**src/rtl/adc_abort_pkg.sv**
```systemverilog
package adc_abort_pkg;

    typedef enum logic [2:0] {
        ST_RESET,
        ST_IDLE,
        ST_ABORT,
        ST_ABORT_RESTART,
        ST_FLUSH,
        ST_FLUSH_RESTART,
        ST_START
    } abort_state_e;

    typedef struct packed {
        logic kill;       // configuration write or stop-entry abort
        logic ctl;        // control write
        logic fifo_mode;  // depth nonzero
        logic chan_off;   // channel field all ones
        logic cnt_clr;    // clear fill counter
        logic cnt_inc;    // count one channel entry
    } evt_t;

endpackage

```
**src/rtl/adc_abort_evt.sv**
```systemverilog
module adc_abort_evt
    import adc_abort_pkg::*;
#(
    parameter int CH_W  = 5,
    parameter int DEP_W = 3,
    parameter int NCFG  = 5
) (
    input  logic             clk,
    input  logic             rst_n,
    input  logic             ctl_wr,
    input  logic [NCFG-1:0]  cfg_wr,
    input  logic [CH_W-1:0]  chan_sel,
    input  logic [DEP_W-1:0] fifo_depth,
    input  logic             stop_req,
    input  logic             async_clk_en,
    output evt_t             evt
);

    logic stop_q;
    logic stop_abort;

    always_ff @(posedge clk or negedge rst_n) begin
        if (!rst_n) stop_q <= 1'b0;
        else        stop_q <= stop_req;
    end

    always_comb begin
        stop_abort    = stop_req && !stop_q && !async_clk_en;
        evt.kill      = (|cfg_wr) || stop_abort;
        evt.ctl       = ctl_wr;
        evt.fifo_mode = (fifo_depth != '0);
        evt.chan_off  = (&chan_sel);
        evt.cnt_clr   = evt.kill || (ctl_wr && evt.fifo_mode && evt.chan_off);
        evt.cnt_inc   = ctl_wr && evt.fifo_mode && !evt.chan_off && !evt.kill;
    end

    // stop held high never produces a second kill by itself
    p_stop_level_r7: assert property (@(posedge clk) disable iff (!rst_n)
        (stop_q && stop_req && (cfg_wr == '0)) |-> !evt.kill);

endmodule

```
**src/rtl/adc_abort_fill.sv**
```systemverilog
module adc_abort_fill #(
    parameter int DEP_W = 3
) (
    input  logic             clk,
    input  logic             rst_n,
    input  logic             clr,
    input  logic             inc,
    input  logic [DEP_W-1:0] depth,
    output logic [DEP_W-1:0] cnt,
    output logic             reach
);

    localparam int SUM_W = DEP_W + 1;

    logic [SUM_W-1:0] nxt;

    always_comb begin
        nxt   = {1'b0, cnt} + SUM_W'(1);
        reach = inc && (nxt >= {1'b0, depth});
    end

    always_ff @(posedge clk or negedge rst_n) begin
        if (!rst_n)           cnt <= '0;
        else if (clr || reach) cnt <= '0;
        else if (inc)          cnt <= nxt[DEP_W-1:0];
    end

    // the count only steps by one or returns to zero
    p_cnt_step_r4: assert property (@(posedge clk) disable iff (!rst_n)
        (cnt != $past(cnt)) |-> ((cnt == '0) || (cnt == DEP_W'($past(cnt) + 1'b1))));

    // a clear request empties the counter
    p_cnt_clear_r6: assert property (@(posedge clk) disable iff (!rst_n)
        clr |=> (cnt == '0));

endmodule

```
**src/rtl/adc_abort_fsm.sv**
```systemverilog
module adc_abort_fsm
    import adc_abort_pkg::*;
(
    input  logic clk,
    input  logic rst_n,
    input  evt_t evt,
    input  logic reach,
    output logic abort_o,
    output logic start_o,
    output logic flush_o
);

    abort_state_e state, state_nxt;

    always_ff @(posedge clk or negedge rst_n) begin
        if (!rst_n) state <= ST_RESET;
        else        state <= state_nxt;
    end

    always_comb begin
        state_nxt = ST_IDLE;
        if (evt.kill) begin
            state_nxt = evt.fifo_mode ? ST_FLUSH : ST_ABORT;
        end else if (evt.ctl) begin
            if (evt.fifo_mode)     state_nxt = reach ? ST_FLUSH_RESTART : ST_FLUSH;
            else if (evt.chan_off) state_nxt = ST_ABORT;
            else                   state_nxt = ST_ABORT_RESTART;
        end else begin
            unique case (state)
                ST_ABORT_RESTART,
                ST_FLUSH_RESTART: state_nxt = ST_START;
                ST_RESET,
                ST_IDLE,
                ST_ABORT,
                ST_FLUSH,
                ST_START:         state_nxt = ST_IDLE;
                default:          state_nxt = ST_IDLE;
            endcase
        end
    end

    always_comb begin
        abort_o = 1'b0;
        start_o = 1'b0;
        flush_o = 1'b0;
        unique case (state)
            ST_RESET:         begin abort_o = 1'b1; flush_o = 1'b1; end
            ST_IDLE:          ;
            ST_ABORT:         abort_o = 1'b1;
            ST_ABORT_RESTART: abort_o = 1'b1;
            ST_FLUSH:         begin abort_o = 1'b1; flush_o = 1'b1; end
            ST_FLUSH_RESTART: begin abort_o = 1'b1; flush_o = 1'b1; end
            ST_START:         start_o = 1'b1;
            default:          ;
        endcase
    end

    // a start is always preceded by an abort one cycle earlier
    p_start_after_abort_r2: assert property (@(posedge clk) disable iff (!rst_n)
        start_o |-> $past(abort_o));

    // start lasts a single cycle
    p_start_single_r2: assert property (@(posedge clk) disable iff (!rst_n)
        start_o |=> !start_o);

    // flushing always comes with an abort
    p_flush_has_abort_r6: assert property (@(posedge clk) disable iff (!rst_n)
        flush_o |-> abort_o);

endmodule

```
**src/rtl/adc_abort_ctrl.sv**
```systemverilog
module adc_abort_ctrl
    import adc_abort_pkg::*;
#(
    parameter int CH_W  = 5,
    parameter int DEP_W = 3,
    parameter int NCFG  = 5
) (
    input  logic             clk,
    input  logic             rst_n,
    input  logic             ctl_wr,
    input  logic [NCFG-1:0]  cfg_wr,
    input  logic [CH_W-1:0]  chan_sel,
    input  logic [DEP_W-1:0] fifo_depth,
    input  logic             stop_req,
    input  logic             async_clk_en,
    output logic             abort_o,
    output logic             start_o,
    output logic             flush_o,
    output logic [DEP_W-1:0] fill_cnt
);

    evt_t evt;
    logic reach;

    adc_abort_evt #(.CH_W(CH_W), .DEP_W(DEP_W), .NCFG(NCFG)) u_evt (
        .clk          (clk),
        .rst_n        (rst_n),
        .ctl_wr       (ctl_wr),
        .cfg_wr       (cfg_wr),
        .chan_sel     (chan_sel),
        .fifo_depth   (fifo_depth),
        .stop_req     (stop_req),
        .async_clk_en (async_clk_en),
        .evt          (evt)
    );

    adc_abort_fill #(.DEP_W(DEP_W)) u_fill (
        .clk   (clk),
        .rst_n (rst_n),
        .clr   (evt.cnt_clr),
        .inc   (evt.cnt_inc),
        .depth (fifo_depth),
        .cnt   (fill_cnt),
        .reach (reach)
    );

    adc_abort_fsm u_fsm (
        .clk     (clk),
        .rst_n   (rst_n),
        .evt     (evt),
        .reach   (reach),
        .abort_o (abort_o),
        .start_o (start_o),
        .flush_o (flush_o)
    );

    // configuration writes abort and never start
    p_cfg_abort_r6: assert property (@(posedge clk) disable iff (!rst_n)
        (cfg_wr != '0) |=> (abort_o && !start_o));

    // stop entry with the converter's own clock running leaves outputs quiet
    p_stop_async_r7: assert property (@(posedge clk) disable iff (!rst_n)
        (stop_req && async_clk_en && !ctl_wr && (cfg_wr == '0)) |=> !abort_o);

    // a disabled channel in single operation never starts
    p_off_no_start_r3: assert property (@(posedge clk) disable iff (!rst_n)
        (ctl_wr && (cfg_wr == '0) && (&chan_sel) && (fifo_depth == '0)) |=> ##1 !start_o);

endmodule

```
**config.mk**
```make
export PLATFORM = sky130hd
export DESIGN_NAME = adc_abort_ctrl
export DESIGN_NICKNAME = d
export VERILOG_FILES = /design/src/rtl/adc_abort_pkg.sv /design/src/rtl/adc_abort_evt.sv /design/src/rtl/adc_abort_fill.sv /design/src/rtl/adc_abort_fsm.sv /design/src/rtl/adc_abort_ctrl.sv
export SDC_FILE = /design/constraint.sdc
export NUM_CORES = 1
export LEC_CHECK = 0
export ABC_AREA = 1
export BUFFER_PORTS_ARGS = -buffer_cell sky130_fd_sc_hd__buf_2
export CAP_MARGIN = 10
export CORE_AREA = 4 4 41 43
export CTS_CLUSTER_SIZE = 20
export DETAILED_ROUTE_END_ITERATION = 12
export DIE_AREA = 0 0 45 47
export GPL_TIMING_DRIVEN = 1
export PLACE_DENSITY = 0.71
export SETUP_SLACK_MARGIN = 0.2
export SLEW_MARGIN = 25
export SYNTH_ARGS = -nofsm -noshare
export SYNTH_HDL_FRONTEND = slang
export SYNTH_SLANG_ARGS = --single-unit
```
**constraint.sdc**
```tcl
create_clock -name clk -period 3.76 [get_ports clk]
set_input_delay 0.188 -clock clk [delete_from_list [all_inputs] [get_ports clk]]
set_output_delay 0.188 -clock clk [all_outputs]
set_load 0.1 [all_outputs]
```
==> flow_summary_export.csv <==
group,metric,value,unit
setup_path,cp-start-kind,"flop",
pwr,p_sw,98.78,uW
timing,fmax,567.3,MHz
pwr,p_sw_share,40.06,%
yosys,avgSynthCellArea,6.850,sq um
pwr,p_per_area,343.3,nW/um^2
placed_design,place_hpwl,1010,um
yosys,synth_fp_nets,102,
clocking,path_clk_slew,50,ps
floorplan,core,1301,sq um
setup_path,crit_top_cell,"ha_1",
timing,worst_slew_margin_rel,67.70,%
clocking,clock_sinks,7,
layout,layout-drive-gt1-share,32.41,%
timing,rsz0062_at_grt,"false",
pwr,pwr-share-clk,27.3,%
floorplan,io_pins,24,
clocking,postCtsSetupBuffers,0,
layout,nNetsFinal,131,
pwr,comb_power_share,37.5,%
global_route,grt_pass1_vias,458,
timing,hold_viol_final,0,
clocking,htreeDepth,1,
routing,dr.pass1.iters,4,
global_route,overflow,0,
clocking,clk_path_buf_depth,2,
pwr,seq_power_share,35.2,%
setup_path,cp_slowest_cell,"dfrtp_1",
yosys,synth_cells,80,
clocking,clockRootBuffer,"clkbuf_4",
yosys,synth_warnings,0,
timing,skew,1.849,ps
setup_path,end_kind,"flop",
timing,setup-tns-final,0,ps
routing,ant_nets,0,
yosys,synth_cell_type_count,18,
routing,routed_wirelength,1151,um
placed_design,postPlaceCellArea,681.9,sq um
floorplan,dieArea,2115,sq um
layout,final_cell_mix,"buf_2, nand2_1, inv_1",
layout,layout.cells.most_common,"buf_2",
pwr,power.internal,147.8,uW
timing,tightest_slew,487.8,ps
run_status,status,"complete, no violations",
setup_path,required,3950,ps
routing,drtIter0Drc,8,
floorplan,num_rows,13,
layout,stdcell_area,718.2,sq um
pwr,p_leak,0.0004191,uW
yosys,synth_seq_area_share,31.96,%
global_route,antenna_found_initial,0,
global_route,grt_usage,12.74,%
routing,wl_per_cell,9.358,um
clocking,cts_buffers,3,
floorplan,die_x,45,um
routing,drc,0,
setup_path,path_class,"reg -> reg",
layout,diodes,0,
routing,viasPerCell,4.407,
floorplan,die_height,47,um
yosys,netlist_area,548.0,sq um
timing,drv_slew,0,
setup_path,cp_max_fo,6,
run,maxCapViolCount,0,
global_route,grt_max_degree,8,
routing,num_vias,542,
floorplan,start_util,42.12,%
hold_path,hp-class,"in -> reg",
setup_path,arrival,1950,ps
pwr,ir_drop,230.3,uV
clocking,clock_latency,250,ps
placed_design,gp_congestion,0.7708,
clocking,cts_tree,"built",
setup_path,crit_buf_inv,1,
timing,setup_viol,0,
layout,area_growth,31.05,%
setup_path,crit_family,"adder cells",
setup_path,crit_chain,"ha_1 > xnor2_1 > inv_1 > ha_1 > a21oi_1 > nand2_2 > a21oi_2",
placed_design,io_buffers,23,
timing,final.period_utilization,46.88,%
yosys,yosys_register_bits,7,
timing,fin_crit,1763,ps
setup_path,critPathMaxStageDelay,440,ps
global_route,grt_pass1_wl,1835,um
stage by stage:
step | setup WS [ps] | utilization [%] | hold WS, ps | total power (uW) | instances
global placement | 2082 | 52.40 | 24.99 | 177.1 | 118
floorplan | 908.8 | - | -107.6 | 156.0 | 80
finish | 1997 | 55.19 | 56.64 | 246.6 | 123
global route | 1858 | 55.19 | 53.25 | 261.1 | 123
CTS | 1988 | 55.19 | 49.18 | 249.9 | 123
detailed placement | 2001 | 52.40 | 24.10 | 180.1 | 118
synthesized netlist by cell type:
library cell	instances	area, sq um
nand2_1	22	82.58
a21boi_0	1	7.510
ha_1	4	50.05
o21ai_2	1	8.760
dfrtp_1	7	175.2
nor2_1	9	33.78
xnor2_1	1	8.760
inv_1	16	60.06
nor2_2	2	12.51
nand2_2	1	6.260
nand3_1	4	20.02
inv_2	1	3.750
nand3b_1	2	15.01
nand3_2	1	10.01
a21oi_1	3	15.01
nor2_4	1	11.26
o21ai_0	2	10.01
a21oi_2	2	17.52
layer usage:
layer	vias up	share of wire [%]	track usage [%]
li1	299	-	-
met3	5	7.6	0.3831
met1	217	42	15.58
met5	-	0	0
met2	21	46	19.21
met4	0	4.5	14.04
sequential cells by signal, indices dropped and copies added (netlist names):
register / count
u_fsm.state: 3
u_fill.cnt: 3
u_evt.stop_q: 1
cell families (layout without fill, tap and decap cells):
kind of cell | after synthesis | after routing | share of synthesized area [%]
AO/OA/AOI/OAI | 9 | 9 | 10.73
XOR/XNOR | 1 | 1 | 1.598
buffers and inverters | 17 | 45 | 11.64
adder cells (fa/ha/maj) | 4 | 4 | 9.133
AND/OR/NAND/NOR | 42 | 42 | 34.93
flip-flops | 7 | 7 | 31.96
power groups by stage:
stage	Sequential [uW]	Combinational, uW	Clock [uW]
3_5_place_dp	87.9	92.3	0
4_1_cts	86.7	93.1	70.1
6_report	86.8	92.4	67.4
2_1_floorplan	110	45.7	0
3_3_place_gp	87.1	90.0	0
5_1_grt	88.0	101	72.0
final cells by class:
| type | instances | area [sq um] |
|---|---|---|
| multi-input combinational | 56 | 309.0 |
| tap | 15 | 18.77 |
| timing repair buffer | 24 | 125.1 |
| clock buffer | 4 | 26.28 |
| inverter | 17 | 63.81 |
| sequential | 7 | 175.2 |
| fill | 138 | 583.1 |
path summary, 6_finish.rpt:
kind,from,endpoint,slack [ps],cells after the start
max,u_fill.cnt[0],u_fill.cnt[0],2000,7
min,stop_req,u_evt.stop_q,60,1
max reg2reg,u_fill.cnt[0],u_fill.cnt[0],2000,7
min reg2reg,u_fill.cnt[2],u_fill.cnt[2],560,2
max in group asynchronous,rst_n,u_evt.stop_q,3320,2
min in group asynchronous,rst_n,u_fill.cnt[1],290,2
timing repair:
| item | 4_1_cts | 5_1_grt |
|---|---|---|
| setup endpoints to repair | 0 | 0 |
| hold buffers | 1 | 0 |
| hold endpoints to repair | 7 | 0 |
| resized for setup | 0 | 0 |
(Power assumes the default switching activity.)
